<file path="config.mk">
export PLATFORM = sky130hd
export DESIGN_NAME = stop_mode_ctrl
export DESIGN_NICKNAME = d
export VERILOG_FILES = /design/src/rtl/smc_pkg.sv /design/src/rtl/smc_ctrl.sv /design/src/rtl/smc_datapath.sv /design/src/rtl/stop_mode_ctrl.sv
export SDC_FILE = /design/constraint.sdc
export NUM_CORES = 1
export LEC_CHECK = 0
export ABC_AREA = 1
export CELL_PAD_IN_SITES_DETAIL_PLACEMENT = 0
export CELL_PAD_IN_SITES_GLOBAL_PLACEMENT = 1
export CORE_MARGIN = 2
export CORE_UTILIZATION = 33
export DETAILED_ROUTE_END_ITERATION = 10
export HOLD_SLACK_MARGIN = 0.08
export PLACE_DENSITY = 0.76
export SLEW_MARGIN = 30
export SYNTH_ARGS = -nofsm -noshare
export SYNTH_HDL_FRONTEND = slang
export SYNTH_SLANG_ARGS = --single-unit
</file>
<file path="constraint.sdc">
create_clock -name clk -period 1.3 [get_ports clk]
set_clock_uncertainty 0.05 [all_clocks]
set_input_delay 0.26 -clock clk [delete_from_list [all_inputs] [get_ports clk]]
set_output_delay 0.26 -clock clk [all_outputs]
set_load 0.01 [all_outputs]
</file>
<file path="src/rtl/smc_pkg.sv">
package smc_pkg;
  localparam logic [2:0] CODE_STOP = 3'b000;
  localparam logic [2:0] CODE_VLPS = 3'b010;
  localparam logic [2:0] CODE_LLS  = 3'b011;
  localparam logic [2:0] CODE_VLLS = 3'b100;

  localparam int IDX_STOP   = 0;
  localparam int IDX_PSTOP1 = 1;
  localparam int IDX_PSTOP2 = 2;
  localparam int IDX_VLPS   = 3;
  localparam int IDX_LLS    = 4;
  localparam int IDX_VLLS0  = 5;

  typedef enum logic {ST_RUN, ST_STOPPED} pwrState_t;

  typedef struct packed {
    logic wrProt;
    logic wrMode;
    logic wrStop;
    logic enter;
    logic leave;
  } ctrlStrobes_t;
endpackage

</file>
<file path="src/rtl/smc_ctrl.sv">
module smc_ctrl
  import smc_pkg::*;
#(
  parameter int ADDR_W    = 2,
  parameter int ADDR_PROT = 0,
  parameter int ADDR_MODE = 1,
  parameter int ADDR_STOP = 2
) (
  input  logic              clk,
  input  logic              anyRstN,
  input  logic              regWrEn,
  input  logic [ADDR_W-1:0] regAddr,
  input  logic              sleepReq,
  input  logic              deepSleep,
  input  logic              wakeup,
  output ctrlStrobes_t      strb
);
  pwrState_t state, stateNxt;
  logic qualReq;

  assign qualReq = sleepReq & deepSleep;

  always_comb begin
    stateNxt = state;
    strb = '0;
    strb.wrProt = regWrEn && (regAddr == ADDR_W'(ADDR_PROT));
    strb.wrMode = regWrEn && (regAddr == ADDR_W'(ADDR_MODE));
    strb.wrStop = regWrEn && (regAddr == ADDR_W'(ADDR_STOP));
    case (state)
      ST_RUN: begin
        if (wakeup) begin
          strb.leave = 1'b1;
        end else if (qualReq) begin
          strb.enter = 1'b1;
          stateNxt = ST_STOPPED;
        end
      end
      ST_STOPPED: begin
        if (wakeup) begin
          strb.leave = 1'b1;
          stateNxt = ST_RUN;
        end
      end
      default: stateNxt = ST_RUN;
    endcase
  end

  always_ff @(posedge clk or negedge anyRstN) begin
    if (!anyRstN) state <= ST_RUN;
    else          state <= stateNxt;
  end
endmodule

</file>
<file path="src/rtl/smc_datapath.sv">
module smc_datapath
  import smc_pkg::*;
#(
  parameter int DATA_W    = 8,
  parameter int ADDR_W    = 2,
  parameter int ADDR_PROT = 0,
  parameter int ADDR_MODE = 1,
  parameter int ADDR_STOP = 2,
  parameter int CODE_W    = 3,
  parameter int PROT_W    = 3,
  parameter int PSTOP_W   = 2,
  parameter int SUB_W     = 3,
  parameter int NUM_VLLS  = 4,
  parameter int SUB_RESET = 3,
  parameter int NUM_MODES = IDX_VLLS0 + NUM_VLLS
) (
  input  logic                 clk,
  input  logic                 porRstN,
  input  logic                 anyRstN,
  input  ctrlStrobes_t         strb,
  input  logic [ADDR_W-1:0]    regAddr,
  input  logic [DATA_W-1:0]    regWrData,
  output logic [DATA_W-1:0]    regRdData,
  output logic [NUM_MODES-1:0] modeEntry,
  output logic                 modeErr
);
  localparam int GAP_W = DATA_W - PSTOP_W - SUB_W;

  logic [PROT_W-1:0]  protBits;
  logic               protLocked;
  logic [CODE_W-1:0]  modeCode;
  logic [PSTOP_W-1:0] pstopSel;
  logic [SUB_W-1:0]   subSel;
  logic [CODE_W-1:0]  wrCode;
  logic               wrAllowed;
  logic [NUM_VLLS-1:0] vllsHit;
  logic [NUM_MODES-1:0] decVec;
  logic               decErr;

  // Permission needed for a given code
  function automatic logic codePermitted(input logic [CODE_W-1:0] c,
                                         input logic [PROT_W-1:0] p);
    case (c)
      CODE_VLPS: return p[0];
      CODE_LLS:  return p[1];
      CODE_VLLS: return p[2];
      default:   return 1'b1;
    endcase
  endfunction

  assign wrCode    = regWrData[CODE_W-1:0];
  assign wrAllowed = codePermitted(wrCode, protBits);

  always_ff @(posedge clk or negedge anyRstN) begin
    if (!anyRstN) begin
      protBits   <= '0;
      protLocked <= 1'b0;
    end else if (strb.wrProt && !protLocked) begin
      protBits   <= regWrData[PROT_W-1:0];
      protLocked <= 1'b1;
    end
  end

  always_ff @(posedge clk or negedge anyRstN) begin
    if (!anyRstN)                       modeCode <= CODE_STOP;
    else if (strb.wrMode && wrAllowed)  modeCode <= wrCode;
  end

  // Stop control survives system reset; only power-on clears it
  always_ff @(posedge clk or negedge porRstN) begin
    if (!porRstN) begin
      pstopSel <= '0;
      subSel   <= SUB_W'(SUB_RESET);
    end else if (strb.wrStop) begin
      pstopSel <= regWrData[DATA_W-1 -: PSTOP_W];
      subSel   <= regWrData[SUB_W-1:0];
    end
  end

  always_comb begin
    regRdData = '0;
    if (regAddr == ADDR_W'(ADDR_PROT))      regRdData[PROT_W-1:0] = protBits;
    else if (regAddr == ADDR_W'(ADDR_MODE)) regRdData[CODE_W-1:0] = modeCode;
    else if (regAddr == ADDR_W'(ADDR_STOP)) regRdData = {pstopSel, {GAP_W{1'b0}}, subSel};
  end

  generate
    for (genvar k = 0; k < NUM_VLLS; k++) begin : g_vlls
      assign vllsHit[k] = (subSel == SUB_W'(k));
    end
  endgenerate

  always_comb begin
    decVec = '0;
    decErr = 1'b0;
    case (modeCode)
      CODE_STOP: begin
        case (pstopSel)
          2'd0:    decVec[IDX_STOP]   = 1'b1;
          2'd1:    decVec[IDX_PSTOP1] = 1'b1;
          2'd2:    decVec[IDX_PSTOP2] = 1'b1;
          default: decErr = 1'b1;
        endcase
      end
      CODE_VLPS: begin
        if (protBits[0]) decVec[IDX_VLPS] = 1'b1;
        else             decErr = 1'b1;
      end
      CODE_LLS: begin
        if (protBits[1]) decVec[IDX_LLS] = 1'b1;
        else             decErr = 1'b1;
      end
      CODE_VLLS: begin
        if (protBits[2] && (|vllsHit)) decVec[IDX_VLLS0 +: NUM_VLLS] = vllsHit;
        else                           decErr = 1'b1;
      end
      default: decErr = 1'b1;
    endcase
    if (decErr) begin
      decVec = '0;
      decVec[IDX_STOP] = 1'b1;
    end
  end

  always_ff @(posedge clk or negedge anyRstN) begin
    if (!anyRstN) begin
      modeEntry <= '0;
      modeErr   <= 1'b0;
    end else begin
      modeErr <= strb.enter & decErr;
      if (strb.leave)      modeEntry <= '0;
      else if (strb.enter) modeEntry <= decVec;
    end
  end
endmodule

</file>
<file path="src/rtl/stop_mode_ctrl.sv">
module stop_mode_ctrl
  import smc_pkg::*;
#(
  parameter int DATA_W    = 8,
  parameter int ADDR_W    = 2,
  parameter int NUM_VLLS  = 4,
  parameter int NUM_MODES = IDX_VLLS0 + NUM_VLLS
) (
  input  logic                 clk,
  input  logic                 porRstN,
  input  logic                 sysRstN,
  input  logic                 regWrEn,
  input  logic [ADDR_W-1:0]    regAddr,
  input  logic [DATA_W-1:0]    regWrData,
  output logic [DATA_W-1:0]    regRdData,
  input  logic                 sleepReq,
  input  logic                 deepSleep,
  input  logic                 wakeup,
  output logic [NUM_MODES-1:0] modeEntry,
  output logic                 modeErr
);
  ctrlStrobes_t strb;
  logic anyRstN;

  assign anyRstN = porRstN & sysRstN;

  smc_ctrl #(.ADDR_W(ADDR_W)) ctrl_i (
    .clk(clk), .anyRstN(anyRstN), .regWrEn(regWrEn), .regAddr(regAddr),
    .sleepReq(sleepReq), .deepSleep(deepSleep), .wakeup(wakeup), .strb(strb)
  );

  smc_datapath #(
    .DATA_W(DATA_W), .ADDR_W(ADDR_W), .NUM_VLLS(NUM_VLLS), .NUM_MODES(NUM_MODES)
  ) dp_i (
    .clk(clk), .porRstN(porRstN), .anyRstN(anyRstN), .strb(strb),
    .regAddr(regAddr), .regWrData(regWrData), .regRdData(regRdData),
    .modeEntry(modeEntry), .modeErr(modeErr)
  );
endmodule

</file>
Word level (Yosys, flattened, before mapping)
Index checks and enable logic that the tools add are counted.
{ "totals": {"regBits": 23, "latchBits": 0, "ramBits": 0, "rom_bits": 0, "inputBits": 17, "word_cells": 69, "memories": 0} }
{ "classes": {"addsub": 0, "mul": 0, "div": 0, "n_lt_le_gt_ge": 0, "eq_ne": 13, "n_shift": 0, "muxes": 30, "bitwise_logic": 4, "n_reduce_logical": 14} }
{ "op_table": {"columns": ["op", "count"], "rows": [
  ["2-to-1 mux 9 bit", 3],
  ["== test 3 x 2 -> 1 bit, second input constant", 6],
  ["2-to-1 mux 1 bit", 16],
  ["2-to-1 mux 5 bit", 2],
  ["2-to-1 mux 3 bit", 3],
  ["2-to-1 mux 4 bit", 2],
  ["2-to-1 mux 8 bit", 1],
  ["== test 3 bit, second input constant", 2],
  ["logical AND 1 bit", 6],
  ["logical NOT 3 bit", 2],
  ["== test 2 x 1 -> 1 bit, second input constant", 2],
  ["== test 2 bit, second input constant", 2],
  ["logical NOT 2 bit", 2],
  ["case mux 1 bit (4 select lines)", 1],
  ["OR reduction 4 bit", 1],
  ["AND 1 bit", 3],
  ["== test 3 x 1 -> 1 bit, second input constant", 1],
  ["case mux 1 bit (3 select lines)", 1],
  ["OR reduction 3 bit", 1],
  ["case mux 1 bit (2 select lines)", 1],
  ["nonzero test 2 bit", 1],
  ["logical NOT 1 bit", 1],
  ["NOT 1 bit", 1]
]} }

Longest topological paths before layout
Gate-level depths: netlist of run 1.
{ "depth": {"ltp_word": 8, "mapped_depth": 7, "depth_no_buf": 7} }

Hierarchy
A second synthesis of run 1 with hierarchy kept.
{ "hier_totals": {"hier_cells": 165, "area_unflattened_um2": 1236.2} }
{ "by_module_without_submodules": {"columns": ["mod", "n_inst", "cells_each", "area_per_inst_um2", "seq_area_each_um2"], "rows": [
  ["smc_datapath", 1, 146, 1138.6, 553.0],
  ["smc_ctrl", 1, 17, 90.1, 25.0],
  ["stop_mode_ctrl", 1, 2, 7.5, 0.0]
]} }

Worst setup path after synthesis of run 1
Ideal clock, no wire load.
{ "synth_timing": {"path_type": "register to output", "start": "reg dp_i.subSel[1]", "end": "out regRdData[1]", "t_arrival_ns": 0.837, "slack_ns": 0.153, "path_stages_with_launch": 3, "n_path_buf": 0, "path_cell_list": "dfstp_2 inv_1 o221ai_1"} }
{ "synth_between": {"elab_chain_len": 3} }
{ "synth_rtl": {"columns": ["element", "line", "source"], "rows": [
  ["start, declared", "smc_datapath.sv:33", "logic [SUB_W-1:0] subSel;"],
  ["start signal, assigned", "smc_datapath.sv:73", "subSel <= SUB_W'(SUB_RESET);"],
  ["start signal, assigned", "smc_datapath.sv:76", "subSel <= regWrData[SUB_W-1:0];"],
  ["2-to-1 mux 8 bit", "smc_datapath.sv:84", "else if (regAddr == ADDR_W'(ADDR_STOP)) regRdData = {pstopSel, {GAP_W{1'b0}}, subSel};"],
  ["2-to-1 mux 3 bit", "smc_datapath.sv:83", "else if (regAddr == ADDR_W'(ADDR_MODE)) regRdData[CODE_W-1:0] = modeCode;"],
  ["2-to-1 mux 3 bit", "smc_datapath.sv:82", "if (regAddr == ADDR_W'(ADDR_PROT)) regRdData[PROT_W-1:0] = protBits;"],
  ["end, declared", "stop_mode_ctrl.sv:15", "output logic [DATA_W-1:0] regRdData,"]
]} }
Every way passes these cells.

Worst setup path after layout of run 1
{ "layout_timing": {"start": "reg dp_i.subSel[0]", "end": "out regRdData[0]"} }
The elaborated chain is that of the path after synthesis.

==> flow_summary.json, run 1 <==
{
  "max_cap_violations": 0,
  "violations": "setup timing",
  "htree_num_levels": 1,
  "hold_viol": 0,
  "io_pins": 35,
  "vias_per_cell": 4.559,
  "startpoint_type": "register",
  "yosysTopAreaCell": "dfrtp_1",
  "gp_congestion": 0.7764,
  "start_util_pct": 34.90,
  "core_area_mm2": 0.003363,
  "antenna_cells": 0,
  "slowest_stage": "dfstp_2",
  "fin_crit_sh_pct": 115.2,
  "fp.dieH_um": 63.64,
  "cts.hold.buffers_added": 0,
  "finalSetupViolations": 4,
  "yosysWarnings": 0,
  "wl_um": 3083,
  "end_kind": "output pin",
  "syn_inst": 145,
  "synth_top_area_share_pct": 44.78,
  "die_w_um": 63.64,
  "overflow": 0,
  "synthTopCellsByArea": "dfrtp_1, nand2_1, nand3_1",
  "hold_path_class": "in -> async",
  "antenna_found_initial": 0,
  "drive_above_1_share_pct": 39.63,
  "nNetsFinal": 235,
  "drt-initial-drc-count": 52,
  "synth_edf_count": 0,
  "status": "finished, violations left",
  "ys_types": 22,
  "grt_pass1_wl_um": 5244,
  "holdWs_ns": 0.1747,
  "cp_cell_sequence": "inv_2 -> o221ai_2 -> buf_2",
  "clock_sink_count": 23,
  "powerDensity_mw_per_mm2": 935.9,
  "setup_tns_ns": -0.4434,
  "postSynth.asyncResetShare_pct": 100.0,
  "cp.arrival_ns": 1.19,
  "max-vdd-ir-drop_uv": 424.1,
  "path_delay_family": "flip-flops",
  "vias": 1199,
  "ys_top_cells_by_count": "nand2_1, inv_1, dfrtp_1",
  "rsz0062_at_grt": "true",
  "wire_per_inst_um": 11.72,
  "ys.flop_type": "dfrtp_1",
  "worst-path-buf-inv": 2,
  "critPathMaxFanout": 2,
  "postRouteAntennaNets": 0,
  "clk_latency_ns": 0.31,
  "drc_errors": 0,
  "syn-cell-area_mm2": 0.001174,
  "first_global_vias": 1216,
  "cts_tree": "done",
  "cts_buffers": 3,
  "timing.final.ws_setup_ns": -0.1975,
  "portBuffers": 28,
  "path_class": "reg -> out",
  "drtPass1Iterations": 4,
  "final_area_mm2": 0.001867,
  "cts.clk_slew.worst_paths_ns": 0.12,
  "cts_root_buf": "clkbuf_4",
  "clockBufferDepth": 2,
  "period_minus_slack_ns": 1.498,
  "die-area_mm2": 0.004049,
  "yosysMostFrequentCell": "nand2_1",
  "total_power_mw": 1.747,
  "drv_slew": 0,
  "slowest_delay_ns": 0.56,
  "cp.required_ns": 0.99,
  "grtUsageTotal_pct": 16.45,
  "place_area_mm2": 0.001693,
  "fmax_mhz": 667.8,
  "avgSynthCellArea_um2": 8.094,
  "area_growth_pct": 59.06,
  "p_leak_nw": 0.9649,
  "rows": 21,
  "synth-seq-cells": 23,
  "grt_max_degree": 19,
  "yosysSeqAreaShare_pct": 49.25,
  "dpl.hpwl_um": 2207
}
[layout make-up]
type / instances / area (um^2)
fillers: 351 / 1496
flip-flops and latches: 23 / 578.1
well taps: 46 / 57.56
inverters: 26 / 100.1
repair buffers: 71 / 573.1
clock buffers: 4 / 26.28
multi-input cells: 93 / 531.8
[final timing paths]
kind / startpoint / slack (ns) / depth (start not counted) / to
setup / recovery: dp_i.subSel[0] / -0.20 / 3 / regRdData[0]
hold / removal: porRstN / 0.17 / 2 / dp_i.subSel[2]
setup reg to reg: dp_i.subSel[0] / 0 / 6 / dp_i.modeEntry[6]
hold reg to reg: dp_i.protLocked / 0.42 / 2 / dp_i.protLocked
max in group asynchronous: porRstN / 0.75 / 4 / dp_i.modeEntry[8]
min in group clk: dp_i.protLocked / 0.42 / 2 / dp_i.protLocked
[state kept, by name (all words and copies together) (netlist names)]
name and flops:
dp_i.modeErr 1, dp_i.protBits 3, dp_i.subSel 3, dp_i.protLocked 1, dp_i.pstopSel 2, dp_i.modeEntry 9, dp_i.modeCode 3, ctrl_i.state 1
[kinds of logic (layout without fill, tap and decap cells)]
group                  Yosys count  after routing  synth area share, %
AOI/OAI and AO/OA               21             21                10.55
buffers and inverters           31            101                11.83
DFF                             23             23                49.25
other                            1              3               0.3195
and+or+nand+nor                 69             69                28.04
[layout by cell type, fill, tap and decap left out, types with 5 or more instances in the layout]
cell,n
buf_4,38
inv_2,7
clkbuf_2,7
buf_2,5
nand3_1,18
dfrtp_1,21
clkdlybuf4s50_1,11
inv_1,18
nand4_1,6
nand2_1,28
o21ai_0,10
[power breakdown]
part	internal [mW]	leakage, nW	switching (mW)	total (mW)
clock	0.120	0.0150	0.217	0.337
sequential	0.774	0.296	0.0317	0.806
combinational	0.306	0.654	0.298	0.604
total	1.20	0.965	0.546	1.75
[what timing repair did]
| action | in CTS | in global routing |
|---|---|---|
| pin swaps | 7 | 12 |
| endpoints found under the setup margin | 16 | 22 |
| buffers inserted | 7 | 11 |
| resized for setup | 60 | 21 |
[per-stage QoR]
stage	util, %	setup WS [ns]	instances
3_3_place_gp	50.33	-0.7495	243
4_1_cts	53.27	-0.2052	254
6_report	55.51	-0.1975	263
5_1_grt	55.51	-0.2824	263
3_5_place_dp	50.33	-0.7795	243
2_1_floorplan	-	0.1534	147
[worst reg2reg max path, delay by kind of cell (launching register included)]
| kind | cells | cell delay, ns |
|---|---|---|
| DFF | 1 | 0.56 |
| buffers and inverters | 3 | 0.26 |
| and+or+nand+nor | 2 | 0.24 |
| AOI/OAI and AO/OA | 1 | 0.13 |
[routing by layer]
metal  vias up  wire (um)  track usage [%]  share of wire (%)
met3         5        136            2.500                4.4
met1       553       1271            19.00                 41
met5         -          0                0                  0
met2        29       1630            30.39                 53
li1        612          -                -                  -
met4         0         45            5.978                1.5
(Power assumes the default switching activity.)
==> run 2: changes to the inputs <==
- CTS_CLUSTER_DIAMETER: not set -> 50
- SYNTH_HIERARCHICAL: not set -> 1
==> run 2 against run 1 <==
Against the previous run:
- the run still ends with setup timing left
- non-clock buffer count is 8 lower
- clock-buffer cell count did not move
- sequential power barely moved
- combinational power is 13% lower
- critical endpoint unchanged
==> flow_summary.json, run 2 <==
{
  "cts_tree": "done",
  "end_kind": "output pin",
  "combinationalPowerShare_pct": 29.6,
  "r2r_start": "ctrl_i/state",
  "switching_share_pct": 29.94,
  "wire_per_inst_um": 11.35,
  "sequentialPowerShare_pct": 45.6,
  "timing.final.ws_setup_ns": -0.1691,
  "reg2reg_to": "dp_i/modeEntry[7]",
  "startpoint_type": "register",
  "status": "finished, violations left",
  "antenna_found_initial": 0,
  "setup_tns_ns": -0.3349,
  "nNetsFinal": 245,
  "yosysWarnings": 6,
  "antenna_cells": 0,
  "cts_root_buf": "clkbuf_8",
  "die_w_um": 65.21,
  "io_pins": 35,
  "violations": "setup timing",
  "grt_max_degree": 19,
  "ys_types": 23,
  "wl_um": 3121,
  "drtPass1Iterations": 4,
  "htree_num_levels": 1,
  "max-vdd-ir-drop_uv": 348.0,
  "drv_slew": 0,
  "critPathMaxFanout": 2,
  "area_growth_pct": 50.51,
  "layout_common_cells": "nand2_1, buf_4, dfrtp_1",
  "fin_cells": 275,
  "dpl.hpwl_um": 2579,
  "path_class": "reg -> out",
  "synthTopCellsByArea": "dfrtp_1, nand2_1, nand3_1",
  "max_cap_violations": 0,
  "p_sw_mw": 0.5299,
  "drt-initial-drc-count": 58,
  "ys.flop_type": "dfrtp_1",
  "drc_errors": 0,
  "largest_reg_flops": 9,
  "rsz0062_at_grt": "true",
  "r2r_setup_slack_ns": 0.03,
  "postSynth.asyncResetShare_pct": 100.0,
  "portBuffers": 28,
  "syn_inst": 165,
  "final_common_cell": "nand2_1",
  "p_int_mw": 1.240,
  "synth_edf_count": 0,
  "holdWs_ns": 0.2349,
  "die-area_mm2": 0.004252,
  "synth-seq-cells": 23,
  "postRouteAntennaNets": 0,
  "avgSynthCellArea_um2": 7.492,
  "fp.dieH_um": 65.21,
  "syn-cell-area_mm2": 0.001236,
  "grt.met1_usage_pct": 18.92,
  "use_met2_pct": 29.72,
  "dp_cells": 267,
  "clkPwrFrac_pct": 24.8,
  "cts_buffers": 3,
  "yosysSeqAreaShare_pct": 46.76,
  "synth_top_area_share_pct": 42.51,
  "core_area_mm2": 0.003633,
  "grtUsageMet3_pct": 1.541,
  "hold_path_class": "in -> async",
  "vias": 1262,
  "cp.required_ns": 0.99,
  "start_util_pct": 34.02,
  "first_global_vias": 1175,
  "clockBufferDepth": 2,
  "rows": 22,
  "vias_per_cell": 4.589,
  "ys_top_cells_by_count": "nand2_1, dfrtp_1, inv_1",
  "overflow": 0,
  "period_minus_slack_ns": 1.469,
  "largest_register": "dp_i/modeEntry",
  "hold_viol": 0,
  "r2r_cells": 8,
  "cp.arrival_ns": 1.16,
  "powerDensity_mw_per_mm2": 951.2,
  "clk_latency_ns": 0.26,
  "cts.clk_slew.worst_paths_ns": 0.08,
  "p_leak_nw": 0.9769,
  "top_usage_layer": "met2",
  "grt_pass1_wl_um": 5119,
  "fin_crit_sh_pct": 113.0,
  "yosysMostFrequentCell": "nand2_1",
  "drive_above_1_share_pct": 34.36,
  "grtUsageTotal_pct": 15.82,
  "gp_congestion": 0.7739,
  "cts.hold.buffers_added": 0,
  "fmax_mhz": 680.7,
  "yosysTopAreaCell": "dfrtp_1",
  "total_power_mw": 1.770,
  "clock_sink_count": 23,
  "finalSetupViolations": 2
}
-- run 2: cell count changes in the layout (fill, tap and decap cells not counted), sizes merged, moves of 3 or more --
| cell | previous run | this run |
|---|---|---|
| o211ai | 0 | 3 |
| clkdlybuf4s50 | 11 | 8 |
| clkbuf | 11 | 4 |
| clkdlybuf4s15 | 5 | 0 |
| o221ai | 3 | 0 |
| buf | 48 | 42 |
| nor2 | 10 | 18 |
| nand2 | 31 | 45 |
| dlygate4sd2 | 0 | 13 |
-- run 2: area by class of cell --
class,count,area (um^2)
Sequential cell,23,578.1
Inverter,25,93.84
Fill cell,372,1773
Clock buffer,4,45.04
Multi-Input combinational cell,112,575.6
Timing Repair Buffer,63,508.0
Tap cell,48,60.06
-- run 2: worst max-delay path by stage --
stage	endpoint	startpoint	slack, ns	depth (start not counted)
6_report	regRdData[0]	dp_i/subSel[0]	-0.17	3
5_1_grt	regRdData[0]	dp_i/subSel[0]	-0.22	3
4_1_cts	regRdData[1]	dp_i/subSel[1]	-0.17	3
3_5_place_dp	regRdData[2]	regAddr[1]	-0.79	6
3_3_place_gp	regRdData[0]	regAddr[1]	-0.75	6
2_1_floorplan	dp_i/modeEntry[5]	ctrl_i/state	0.1	8
-- run 2: routing by layer --
| metal | vias to the layer above | part of all wire [%] |
|---|---|---|
| li1 | 644 | - |
| met1 | 578 | 42 |
| met2 | 36 | 53 |
| met3 | 4 | 4.3 |
| met4 | 0 | 0.93 |
| met5 | - | 0 |
-- run 2: cell families (layout without fill, tap and decap cells) --
group	count (synthesis)	in the layout	share of synthesized area, %
compound gates	19	19	9.109
flops	23	23	46.76
buf+inv	32	92	11.34
other cells	1	3	0.3034
simple gates	90	90	32.49
-- run 2: per-stage QoR --
step           worst slack (ns)  instance area (um^2)  utilization, %
2_1_floorplan           0.09608                  1244               -
3_3_place_gp            -0.7474                  1783           49.07
3_5_place_dp            -0.7900                  1783           49.07
4_1_cts                 -0.1732                  1838           50.59
5_1_grt                 -0.2223                  1861           51.21
6_report                -0.1691                  1861           51.21
-- run 2: critical path, cell delays in order, from the launching register on --
cell and delay, ns:
dfstp_2 0.54, inv_2 0.04, o211ai_1 0.16, buf_2 0.16
-- run 2: power by group through the flow --
stage / Sequential (mW) / Clock (mW) / Combinational (mW)
after detailed placement: 0.820 / 0 / 0.503
final: 0.807 / 0.439 / 0.524
after floorplan: 0.829 / 0 / 0.222
after global routing: 0.812 / 0.493 / 0.579
after global placement: 0.820 / 0 / 0.494
after CTS: 0.807 / 0.459 / 0.508
-- run 2: what timing repair did --
action | CTS | global route
setup endpoints to repair | 30 | 14
pin swaps | 8 | 8
gates cloned | 0 | 0
resized for setup | 46 | 18
buffers inserted | 5 | 2
